--- src/rtl/vline_dda_pkg.sv ---
package vline_dda_pkg;
   localparam int REG_W = 32;
   // side control fields kept by the register: bit 15 and bits 11:0
   localparam logic [REG_W-1:0] SIDE_MASK = 32'h0000_8FFF;

   function automatic logic [REG_W-1:0] step_mask(input int frac_w);
      step_mask = {REG_W{1'b1}} << (REG_W - frac_w);
   endfunction
endpackage

--- src/rtl/vline_dda_cfg_reg.sv ---
module vline_dda_cfg_reg
   import vline_dda_pkg::*;
#(
   parameter int FRAC_W = 14
) (
   input  logic              clk,
   input  logic              rst_n,
   input  logic              wr_i,
   input  logic [REG_W-1:0]  wdata_i,
   output logic [REG_W-1:0]  rdata_o,
   output logic [FRAC_W-1:0] step_o
);
   localparam logic [REG_W-1:0] KEEP_MASK = step_mask(FRAC_W) | SIDE_MASK;

   logic [REG_W-1:0] cfg_q;

   always_ff @(posedge clk or negedge rst_n) begin
      if (!rst_n)    cfg_q <= '0;
      else if (wr_i) cfg_q <= wdata_i & KEEP_MASK;
   end

   assign rdata_o = cfg_q;
   assign step_o  = cfg_q[REG_W-1 -: FRAC_W];
endmodule

--- src/rtl/vline_dda_phase.sv ---
module vline_dda_phase #(
   parameter int FRAC_W = 14
) (
   input  logic              clk,
   input  logic              rst_n,
   input  logic              vretrace_i,
   input  logic              adv_i,
   input  logic              ds_en_i,
   input  logic [FRAC_W-1:0] step_i,
   output logic              skip_o,
   output logic [FRAC_W-1:0] step_act_o
);
   logic [FRAC_W-1:0] phase_q;
   logic [FRAC_W-1:0] step_q;
   logic [FRAC_W:0]   sum;

   assign sum    = {1'b0, phase_q} + {1'b0, step_q};
   assign skip_o = ds_en_i & sum[FRAC_W];

   always_ff @(posedge clk or negedge rst_n) begin
      if (!rst_n) begin
         phase_q <= '0;
         step_q  <= '0;
      end else if (vretrace_i) begin
         phase_q <= '0;
         step_q  <= step_i;
      end else if (adv_i && ds_en_i) begin
         phase_q <= sum[FRAC_W-1:0];
      end
   end

   assign step_act_o = step_q;
endmodule

--- src/rtl/vline_dda_ptr.sv ---
module vline_dda_ptr #(
   parameter int LINE_W   = 11,
   parameter bit SATURATE = 1'b1
) (
   input  logic              clk,
   input  logic              rst_n,
   input  logic              vretrace_i,
   input  logic              adv_i,
   input  logic              skip_i,
   output logic [LINE_W-1:0] ptr_o,
   output logic [LINE_W-1:0] line_num_o,
   output logic              line_vld_o
);
   localparam logic [LINE_W-1:0] PTR_MAX = '1;

   logic [LINE_W-1:0] ptr_q, ptr_nxt, num_q;
   logic [LINE_W:0]   ext;
   logic              vld_q;

   assign ext = {1'b0, ptr_q} + {{(LINE_W-1){1'b0}}, skip_i, ~skip_i};

   generate
      if (SATURATE) begin : g_sat
         assign ptr_nxt = ext[LINE_W] ? PTR_MAX : ext[LINE_W-1:0];
      end else begin : g_wrap
         assign ptr_nxt = ext[LINE_W-1:0];
      end
   endgenerate

   always_ff @(posedge clk or negedge rst_n) begin
      if (!rst_n) begin
         ptr_q <= '0;
         num_q <= '0;
         vld_q <= 1'b0;
      end else begin
         vld_q <= 1'b0;
         if (vretrace_i) begin
            ptr_q <= '0;
         end else if (adv_i) begin
            num_q <= ptr_q;
            vld_q <= 1'b1;
            ptr_q <= ptr_nxt;
         end
      end
   end

   assign ptr_o      = ptr_q;
   assign line_num_o = num_q;
   assign line_vld_o = vld_q;
endmodule

--- src/rtl/vline_dda_seq.sv ---
module vline_dda_seq
   import vline_dda_pkg::*;
#(
   parameter int LINE_W   = 11,
   parameter int FRAC_W   = 14,
   parameter bit SATURATE = 1'b1
) (
   input  logic              clk,
   input  logic              rst_n,
   input  logic              vretrace_i,
   input  logic              line_adv_i,
   input  logic              ds_en_i,
   input  logic              reg_wr_i,
   input  logic [31:0]       reg_wdata_i,
   output logic [31:0]       reg_rdata_o,
   output logic [LINE_W-1:0] line_num_o,
   output logic              line_vld_o
);
   generate
      if (FRAC_W < 1 || FRAC_W > 16) begin : g_bad_frac
         $error("vline_dda_seq: FRAC_W must lie in 1..16");
      end
      if (LINE_W < 2) begin : g_bad_line
         $error("vline_dda_seq: LINE_W must be at least 2");
      end
   endgenerate

   logic [FRAC_W-1:0] step_w, step_act_w;
   logic              skip_w;
   logic [LINE_W-1:0] ptr_w;
   logic              adv_w;

   assign adv_w = line_adv_i & ~vretrace_i;

   vline_dda_cfg_reg #(.FRAC_W(FRAC_W)) cfg_i (
      .clk(clk), .rst_n(rst_n), .wr_i(reg_wr_i), .wdata_i(reg_wdata_i),
      .rdata_o(reg_rdata_o), .step_o(step_w)
   );

   vline_dda_phase #(.FRAC_W(FRAC_W)) phase_i (
      .clk(clk), .rst_n(rst_n), .vretrace_i(vretrace_i), .adv_i(adv_w),
      .ds_en_i(ds_en_i), .step_i(step_w), .skip_o(skip_w),
      .step_act_o(step_act_w)
   );

   vline_dda_ptr #(.LINE_W(LINE_W), .SATURATE(SATURATE)) ptr_i (
      .clk(clk), .rst_n(rst_n), .vretrace_i(vretrace_i), .adv_i(adv_w),
      .skip_i(skip_w), .ptr_o(ptr_w), .line_num_o(line_num_o),
      .line_vld_o(line_vld_o)
   );
endmodule

--- config.mk ---
export PLATFORM = sky130hd
export DESIGN_NAME = vline_dda_seq
export DESIGN_NICKNAME = d
export VERILOG_FILES = /design/src/rtl/vline_dda_pkg.sv /design/src/rtl/vline_dda_cfg_reg.sv /design/src/rtl/vline_dda_phase.sv /design/src/rtl/vline_dda_ptr.sv /design/src/rtl/vline_dda_seq.sv
export SDC_FILE = /design/constraint.sdc
export NUM_CORES = 1
export LEC_CHECK = 0
export CAP_MARGIN = 20
export CORE_MARGIN = 2
export CORE_UTILIZATION = 30
export CTS_BUF_LIST = sky130_fd_sc_hd__clkbuf_4
export CTS_CLUSTER_SIZE = 12
export DETAILED_ROUTE_END_ITERATION = 12
export RECOVER_POWER = 50
export SYNTH_ARGS = -nofsm -noshare
export SYNTH_HDL_FRONTEND = slang
export SYNTH_HIERARCHICAL = 1
export SYNTH_SLANG_ARGS = --single-unit
--- constraint.sdc ---
create_clock -name clk -period 6.3 [get_ports clk]
set_input_delay 1.26 -clock clk [delete_from_list [all_inputs] [get_ports clk]]
set_output_delay 1.26 -clock clk [all_outputs]
set_load 0.1 [all_outputs]
After elaboration in Yosys (flattened, before gate mapping)
Cells that the tools add are included.
- register bits: 78
- bits in latches: 0
- RAM bits: 0
- memory bits (read-only): 0
- input bits: 38
- output and inout bits: 44
- logic and storage cells: 23
- memories: 0
- add/subtract/negate cells: 2
- multiply operators: 0
- div/mod/pow operators: 0
- $lt $le $gt $ge: 0
- equal/unequal tests: 0
- shift operators: 0
- multiplexer cells: 7
- bitwise operators: 4
- reduce and logical (&&, ||, !) cells: 4
- operators with widths (kind ; number):
    $mux W11 ; 3
    $mux W14 ; 2
    $add A14 B14 Y15 ; 1
    $add A11 B2 Y12 ; 1
    $reduce_bool A2 Y1 ; 2
    $and A1 B1 Y1 ; 2
    $mux W1 ; 2
    $not A1 Y1 ; 2
    $reduce_and A2 Y1 ; 1
    $logic_and A1 B1 Y1 ; 1

Depth between registers and ports, before layout
Gate-level depths: netlist of run 1.
- depth after elaboration: 7
- mapped depth: 15

Hierarchy
Netlist of run 1, hierarchy kept.
- modules (own cells, without submodules) (module ; instances ; cells an instance ; area each (sq um)):
    vline_dda_phase ; 1 ; 174 ; 1745.4
    vline_dda_cfg_reg ; 1 ; 77 ; 1252.5
    vline_dda_ptr ; 1 ; 86 ; 1069.8
    vline_dda_seq ; 1 ; 1 ; 13.8

Worst setup path before layout of run 1
No wires, ideal clock.
- kind: register to register
- start point: register phase_i.step_q[0] (netlist: phase_i/step_act_o[0])
- end point: register ptr_i.ptr_q[10] (netlist: ptr_i/ptr_o[10])
- setup time: 0.128 ns
- arrival time: 2.792 ns
- required time: 6.172 ns
- slack: 3.380 ns
- cell stages (with the launch flop): 16
- buffers on the path: 0
- period minus slack after synthesis: 2.920 ns
- cells stage by stage: dfrtp_1 ha_1 inv_1 fa_1 nor2b_1 o2111ai_1 nand4_1 nand3_1 a21oi_1 inv_1 ha_1 fa_1 nand2_1 nor4_2 xnor2_1 o21ai_2
- word-level cells in the longest chain between the ends: 7
- ends and longest elaborated chain (what ; line ; text):
    from (decl) ; vline_dda_phase.sv:14 ; logic [FRAC_W-1:0] step_q;
    from (signal assigned) ; vline_dda_phase.sv:26 ; step_q <= step_i;
    $add A14 B14 Y15 * ; vline_dda_phase.sv:17 ; assign sum = {1'b0, phase_q} + {1'b0, step_q};
    $and A1 B1 Y1 * ; vline_dda_phase.sv:18 ; assign skip_o = ds_en_i & sum[FRAC_W];
    net skip_w ; vline_dda_seq.sv:29 ; logic skip_w;
    $not A1 Y1 ; vline_dda_ptr.sv:20 ; assign ext = {1'b0, ptr_q} + {{(LINE_W-1){1'b0}}, skip_i, ~skip_i};
    $add A11 B2 Y12 * ; vline_dda_ptr.sv:20 ;
    $mux W11 * ; vline_dda_ptr.sv:24 ; assign ptr_nxt = ext[LINE_W] ? PTR_MAX : ext[LINE_W-1:0];
    $mux W11 * ; vline_dda_ptr.sv:39 ; end else if (adv_i) begin
    $mux W11 * ; vline_dda_ptr.sv:37 ; if (vretrace_i) begin
    to (signal assigned) ; vline_dda_ptr.sv:42 ; ptr_q <= ptr_nxt;
    to (decl) ; vline_dda_ptr.sv:16 ; logic [LINE_W-1:0] ptr_q, ptr_nxt, num_q;
The timed path passes the listed nets; every way through them passes the cells marked *. The select of a mux whose other input is x is not followed.
A chain may end at the register's enable or synchronous reset.

Worst setup path after layout of run 1
- start point: input port vretrace_i
- end point: register ptr_i.ptr_q[6] (netlist: ptr_i/ptr_o[6])
- word-level cells in the longest chain between the ends: 3
- ends and longest elaborated chain (what ; line ; text):
    from (decl) ; vline_dda_seq.sv:10 ; input logic vretrace_i,
    $not A1 Y1 (no source line) ; - ;
    $and A1 B1 Y1 ; vline_dda_seq.sv:33 ; assign adv_w = line_adv_i & ~vretrace_i;
    net adv_w ; vline_dda_seq.sv:31 ; logic adv_w;
    $reduce_bool A2 Y1 (no source line) ; - ;
The timed path passes the listed nets, and every way through them passes these cells.

==> summary.md, run 1 <==
| Metric | Value |
|---|---|
| Status | `complete, but fails checks` |
| Failing checks | `capacitance limit, slew limit` |
| Post-Syn Area per Cell | `12.08 um^2` |
| Clock sinks | `78` |
| Fmax | `250.7 MHz` |
| Antenna cell count | `0` |
| Final hold viol count | `0` |
| Min-delay worst type | `register to register` |
| RR Startpoint | `phase_i/phase_q[0]` |
| FP Rows | `42` |
| Clk pin slew, worst setup/hold paths | `0.13 ns` |
| R2R Path End | `ptr_i/ptr_o[6]` |
| Die H | `120.6 um` |
| ANT nets after route | `0` |
| Layout cells sized above 1 | `15.96%` |
| DR vias/cell | `4.783` |
| Mapped Cells | `338` |
| CP Launch Point | `vretrace_i` |
| Die area | `0.01455 mm^2` |
| Synth Register Bits | `78` |
| Largest net degree at the start of global routing | `79` |
| Non-Filler Instances | `577` |
| Setup Fix Bufs, Post-CTS | `0` |
| Async set-reset flop share out of synthesis | `100.0%` |
| Least-Margin Pin Slew | `1.612 ns` |
| Die width | `120.6 um` |
| DR pass1 iterations | `4` |
| Filler cell count | `1341` |
| Synthesis warning total | `6` |
| CTS Hold Bufs | `0` |
| Crit path to | `ptr_i/ptr_o[6]` |
| Syn Std Cell Area | `0.004081 mm^2` |
| Worst r2r path cells | `15` |
| Nets | `452` |
| Vias in the first global route | `2713` |
| DR WL met2 | `3.961 mm` |
| Slew HR | `-7.484%` |
| Initial DRC Count | `112` |
| Max Root-Sink Buffers | `2` |
| CTS Root Cell | `clkbuf_4` |
| GRT Util Overall | `11.58%` |
| PortBufs | `71` |
| Setup TNS | `0 ns` |
| Final setup viols | `0` |
| CP endpoint kind | `register` |
| Skew-Pair Late Insertion Delay | `0.44 ns` |
| Synth Flop Type | `dfrtp_1` |
| R2R Setup Slk | `2.81 ns` |
| CP max FO | `31` |
| Met3 WL post-DR | `280 um` |
| Starting Density | `30.82%` |
| Max Slew Vio Count | `60` |
| Routability cong. | `0.8625` |
| Startpoint Class | `input port` |
| Worst ir drop on vdd | `0.1232 mV` |
| Tmin final | `3.989 ns` |
| Routed wire length | `8.090 mm` |
| RSZ-0062 raised after global routing | `no` |
| Period utilization | `63.32%` |
| First-pass GRT wire length | `13.32 mm` |
| Layout area overhead | `19.47%` |
| Detailed placement HPWL | `5.535 mm` |
| Routed len/inst | `14.02 um` |
| CTS tree | `built` |
| CTS resizes | `0` |
| Post-synthesis sequential area ratio | `47.82%` |
| Num CTS Buffers | `9` |
| Pwr per Cell Area | `252.3 mW/mm^2` |
| Max Cap Viol | `2` |
| Core Box Area | `0.01324 mm^2` |
| H-tree lvl count | `3` |
| Global route overflow | `0` |
| Via count | `2760` |
| Post-Route M1 WL | `3.697 mm` |
| # DRC | `0` |
| Initial antenna violation count | `0` |
| CP required | `6.55 ns` |
| Critical path class | `input port to register` |
| Highest routed layer | `met4` |
| Top Ports | `82` |
| Placed cells | `560` |
| Static Leak | `2.101 nW` |
| Synth cell types | `57` |
| Post-synth EDFFs | `0` |
| CP arrival | `4.24 ns` |
| Worst Clk Skew | `0.01866 ns` |
==> synthesized netlist by cell type (3+ instances only) <==
cell type,n,share of area [%]
dfrtp_1,78,48
a32o_1,3,0.74
nand4_1,4,0.61
mux2_2,31,8.6
o21a_1,3,0.55
a21o_1,4,0.74
buf_4,19,3.5
nand3_1,9,1.1
ha_1,16,4.9
or2_2,3,0.46
mux2_4,20,7.4
nor4_1,3,0.46
xor2_1,7,1.5
mux2i_1,3,0.74
nor2_1,9,0.83
o21ai_0,19,2.3
xnor2_1,5,1.1
or3_1,3,0.46
inv_1,5,0.46
a21oi_1,12,1.5
clkbuf_1,4,0.37
buf_6,3,0.83
o21ai_1,3,0.37
o211ai_1,3,0.55
nand2_1,26,2.4
nor3_1,4,0.49
==> metrics by stage <==
| step | instance area, um^2 | utilization (%) | hold WS, ns | worst slack (ns) | total power [mW] |
|---|---|---|---|---|---|
| after global placement | 4790 | 36.17 | 0.4668 | 2.824 | 0.9499 |
| after detailed placement | 4790 | 36.17 | 0.4800 | 2.752 | 0.9556 |
| after global routing | 4876 | 36.82 | 0.5312 | 2.011 | 1.296 |
| after CTS | 4921 | 37.16 | 0.5072 | 2.869 | 1.259 |
| after floorplan | 4096 | - | 0.4526 | 3.380 | 0.8766 |
| final | 4876 | 36.82 | 0.4998 | 2.311 | 1.230 |
==> layout by cell type, fill, tap and decap left out, types with 3 or more instances in the layout <==
| cell type | Yosys | routed |
|---|---|---|
| a21o_1 | 4 | 4 |
| a21oi_1 | 12 | 12 |
| a32o_1 | 3 | 3 |
| clkbuf_1 | 4 | 3 |
| clkbuf_4 | 0 | 9 |
| clkdlybuf4s50_1 | 0 | 69 |
| clkinv_1 | 1 | 3 |
| conb_1 | 1 | 5 |
| dfrtp_1 | 78 | 78 |
| ha_1 | 16 | 16 |
| inv_1 | 5 | 5 |
| mux2_1 | 0 | 17 |
| mux2_2 | 31 | 31 |
| mux2_4 | 20 | 3 |
| mux2i_1 | 3 | 3 |
| nand2_1 | 26 | 26 |
| nand3_1 | 9 | 9 |
| nand4_1 | 4 | 4 |
| nor2_1 | 9 | 9 |
| nor3_1 | 4 | 4 |
| nor4_1 | 3 | 3 |
| o211ai_1 | 3 | 3 |
| o21a_1 | 3 | 3 |
| o21ai_0 | 19 | 19 |
| o21ai_1 | 3 | 3 |
| or2_2 | 3 | 3 |
| or3_1 | 3 | 3 |
| xnor2_1 | 5 | 5 |
| xor2_1 | 7 | 7 |
==> worst max-delay path: stages <==
cell	delay [ns]
clkdlybuf4s50_1	0.45
clkbuf_1	1.14
nor2b_4	0.22
nand2b_1	0.57
inv_1	0.14
nand2_1	0.28
o21ai_0	0.18
==> power breakdown <==
part	internal, mW	switching, mW	leakage [nW]	total, mW
combinational	0.118	0.254	1.04	0.372
sequential	0.538	0.0240	0.992	0.563
clock	0.118	0.178	0.0712	0.296
==> registers in the layout (all words and copies together) (netlist names) <==
signal and cells:
cfg_i/rdata_o 27, phase_i/phase_q 14, ptr_i/ptr_o 11, ptr_i/line_num_o 11, phase_i/step_act_o 14, ptr_i/line_vld_o 1
==> cell type report <==
cell class                      instances  area, um^2  share of cell area [%]
Sequential cell                        78        1952                   40.03
Multi-Input combinational cell        227        1813                   37.18
Timing Repair Buffer                   74       737.0                   15.11
Tap cell                              176       220.2                   4.516
Clock buffer                            9       67.56                   1.386
Clock inverter                          7       63.81                   1.309
Inverter                                6       22.52                  0.4619
==> logic make-up after synthesis <==
group	after synthesis	share of synthesized area (%)
flops	78	47.82
simple gates	75	10.06
compound gates	63	10.36
mux	54	16.65
buf+inv	37	6.560
fa+ha+maj	18	5.886
xor+xnor	12	2.575
other cells	1	0.09188
==> worst min-delay path by stage <==
stage	from	endpoint	slack, ns	depth (start not counted)
floorplan	phase_i/phase_q[8]	phase_i/phase_q[8]	0.45	2
global placement	phase_i/phase_q[7]	phase_i/phase_q[7]	0.47	2
detailed placement	phase_i/phase_q[6]	phase_i/phase_q[6]	0.48	2
CTS	phase_i/phase_q[6]	phase_i/phase_q[6]	0.51	2
global route	cfg_i/rdata_o[11]	cfg_i/rdata_o[11]	0.53	1
finish	phase_i/phase_q[4]	phase_i/phase_q[4]	0.50	2
==> layer usage <==
metal,global-route usage [%],vias up
li1,-,1309
met1,15.33,1372
met2,18.33,67
met3,1.981,12
met4,5.669,0
met5,0,-
No activity file was read; power rests on OpenSTA's default activity.
==> inputs of run 2 (changes only) <==
- clock period: 6.3 -> 4.1 ns (I/O delays scaled with it)
==> summary.md, run 2 (synthesized netlist as in run 1, its figures left out) <==
| Metric | Value |
|---|---|
| CP required | `4.43 ns (-2.12 ns)` |
| Initial antenna violation count | `0 (unchanged)` |
| Most frequent cells in the layout | `dfrtp_1 (78), clkdlybuf4s50_1 (69), mux2_2 (31)` |
| CTS tree | `built` |
| Routability cong. | `0.8728 (+1.2%)` |
| Slew HR | `-8.854% (-1.4 points)` |
| Layout area overhead | `19.31%` |
| Via count | `2743 (-0.62%)` |
| Worst r2r path cells | `15 (unchanged)` |
| Failing checks | `capacitance limit, slew limit` |
| Net switching power | `723.8 uW (+59%)` |
| Status | `complete, but fails checks` |
| PortBufs | `71 (unchanged)` |
| DP Area | `0.004790 mm^2 (unchanged)` |
| DP Worst Slack | `0.7494 ns (-2.002 ns)` |
| Placed cells | `560 (unchanged)` |
| Max Slew Vio Count | `60 (unchanged)` |
| Largest net degree at the start of global routing | `79 (unchanged)` |
| First-pass GRT wire length | `13.56 mm (+1.8%)` |
| RR Startpoint | `phase_i/phase_q[0]` |
| Detailed placement HPWL | `5.506 mm (-0.53%)` |
| Setup Fix Bufs, Post-CTS | `0 (unchanged)` |
| FP Rows | `42 (unchanged)` |
| Global route overflow | `0 (unchanged)` |
| Period utilization | `82.06%` |
| Routed wire length | `7.980 mm (-1.4%)` |
| Most common cell after layout, fill and taps aside | `dfrtp_1` |
| Final setup viols | `0 (unchanged)` |
| Post-route setup slack | `0.7356 ns (-1.575 ns)` |
| Clock sinks | `78 (unchanged)` |
| Routed len/inst | `13.83 um (-1.4%)` |
| CTS Root Cell | `clkbuf_4` |
| Post-route cell area | `0.004870 mm^2 (-0.13%)` |
| ANT nets after route | `0 (unchanged)` |
| Gate power share | `29.6% (-0.6 points)` |
| CP arrival | `3.69 ns (-0.55 ns)` |
| Die area | `0.01455 mm^2 (unchanged)` |
| Sw Share | `37.69% (+0.66 points)` |
| Die H | `120.6 um (unchanged)` |
| Seq pwr share | `45.0% (-0.7 points)` |
| Skew-Pair Late Insertion Delay | `0.45 ns (about the same)` |
| GRT Util Overall | `11.68% (+0.097 points)` |
| Setup TNS | `0 ns (unchanged)` |
| Max Cap Viol | `2 (unchanged)` |
| CP endpoint kind | `register` |
| Final hold viol count | `0 (unchanged)` |
| Initial DRC Count | `93 (-17%)` |
| Largest register FFs | `27 (unchanged)` |
| Starting Density | `30.82% (unchanged)` |
| Hold_sp | `phase_i/phase_q[4]` |
| P_int | `1.196 mW (+54%)` |
| Top Ports | `82 (unchanged)` |
| Die width | `120.6 um (unchanged)` |
| R2R Path End | `ptr_i/ptr_o[6]` |
| Clk pin slew, worst setup/hold paths | `0.14 ns (about the same)` |
| Least-Margin Pin Slew | `1.633 ns (+0.02055 ns)` |
| Worst hold slack | `0.4997 ns (-0.00003400 ns)` |
| Worst ir drop on vdd | `0.1696 mV (+38%)` |
| Num CTS Buffers | `9 (unchanged)` |
| Vias in the first global route | `2748 (+1.3%)` |
| Min-delay worst type | `register to register` |
| Static Leak | `2.087 nW (-0.64%)` |
| RSZ-0062 raised after global routing | `no` |
| Worst Clk Skew | `0.01857 ns (-0.00009840 ns)` |
| WHS Path Cells | `2 (unchanged)` |
| Antenna cell count | `0 (unchanged)` |
| Layout cells sized above 1 | `16.46% (+0.50 points)` |
| H-tree lvl count | `3 (unchanged)` |
| Pwr per Cell Area | `394.3 mW/mm^2 (+56%)` |
| Filler cell count | `1332 (-0.67%)` |
| DR pass1 iterations | `4 (unchanged)` |
| CP max FO | `4 (-87%)` |
| Fmax | `297.2 MHz` |
| # DRC | `0 (unchanged)` |
| Core Box Area | `0.01324 mm^2 (unchanged)` |
| Min-Delay Endpoint | `phase_i/phase_q[4]` |
| Clock share of power | `25.4% (+1.3 points)` |
| R2R Setup Slk | `0.74 ns (-2.07 ns)` |
| CTS resizes | `0 (unchanged)` |
| Non-Filler Instances | `577 (unchanged)` |
| Nets | `452 (unchanged)` |
| CTS Hold Bufs | `0 (unchanged)` |
| Tmin final | `3.364 ns` |
| Max Root-Sink Buffers | `2 (unchanged)` |
| DR vias/cell | `4.754 (-0.62%)` |
| Critical path class | `register to register` |
| Startpoint Class | `register` |
## run 2: area by class of cell
type	count	area (um^2)	share of cell area, %
clock inverters	7	80.08	1.644
flip-flops and latches	78	1952	40.08
multi-input cells	227	1809	37.15
inverters	6	22.52	0.4625
repair buffers	74	718.2	14.75
clock buffers	9	67.56	1.387
well taps	176	220.2	4.522
## run 2: stage by stage
step	utilization [%]	power (mW)
after floorplan	-	1.347
after global placement	36.17	1.460
after detailed placement	36.17	1.469
after CTS	37.28	1.970
after global routing	36.77	2.026
final	36.77	1.920
## run 2: how the worst max path moves through the flow
stage,from,cells past startpoint,slack [ns],endpoint
6_report,phase_i/phase_q[0],15,0.74,ptr_i/ptr_o[6]
5_1_grt,phase_i/step_act_o[0],14,0.46,ptr_i/ptr_o[2]
4_1_cts,phase_i/step_act_o[0],15,0.72,ptr_i/ptr_o[6]
3_5_place_dp,phase_i/step_act_o[0],15,0.75,ptr_i/ptr_o[6]
3_3_place_gp,phase_i/step_act_o[0],15,0.80,ptr_i/ptr_o[10]
2_1_floorplan,phase_i/step_act_o[0],15,1.18,ptr_i/ptr_o[10]
## run 2: worst max-delay path, cell delays in order (launching register included)
cell       delay, ns
dfrtp_1         0.37
ha_1            0.18
inv_1           0.06
fa_1            0.41
nor2b_1         0.18
o2111ai_1       0.21
nand4_1         0.20
nand3_1         0.09
a21oi_1         0.37
inv_1           0.09
ha_1            0.25
fa_1            0.40
nand2_1         0.16
nor2_1          0.07
xnor2_1         0.13
o21ai_0         0.09
## run 2: power groups by stage
stage	Clock (mW)	Sequential, mW	Combinational, mW
3_5_place_dp	0	0.882	0.586
2_1_floorplan	0	1.09	0.258
5_1_grt	0.549	0.874	0.604
3_3_place_gp	0	0.880	0.580
4_1_cts	0.513	0.867	0.589
6_report	0.488	0.864	0.568
## run 2: metal layers
layer | wire, um | vias up | track usage (%)
met5 | 0 | - | 0
met4 | 147 | 0 | 5.523
met3 | 314 | 15 | 2.642
met2 | 3854 | 57 | 18.43
met1 | 3663 | 1356 | 15.18
li1 | - | 1315 | -
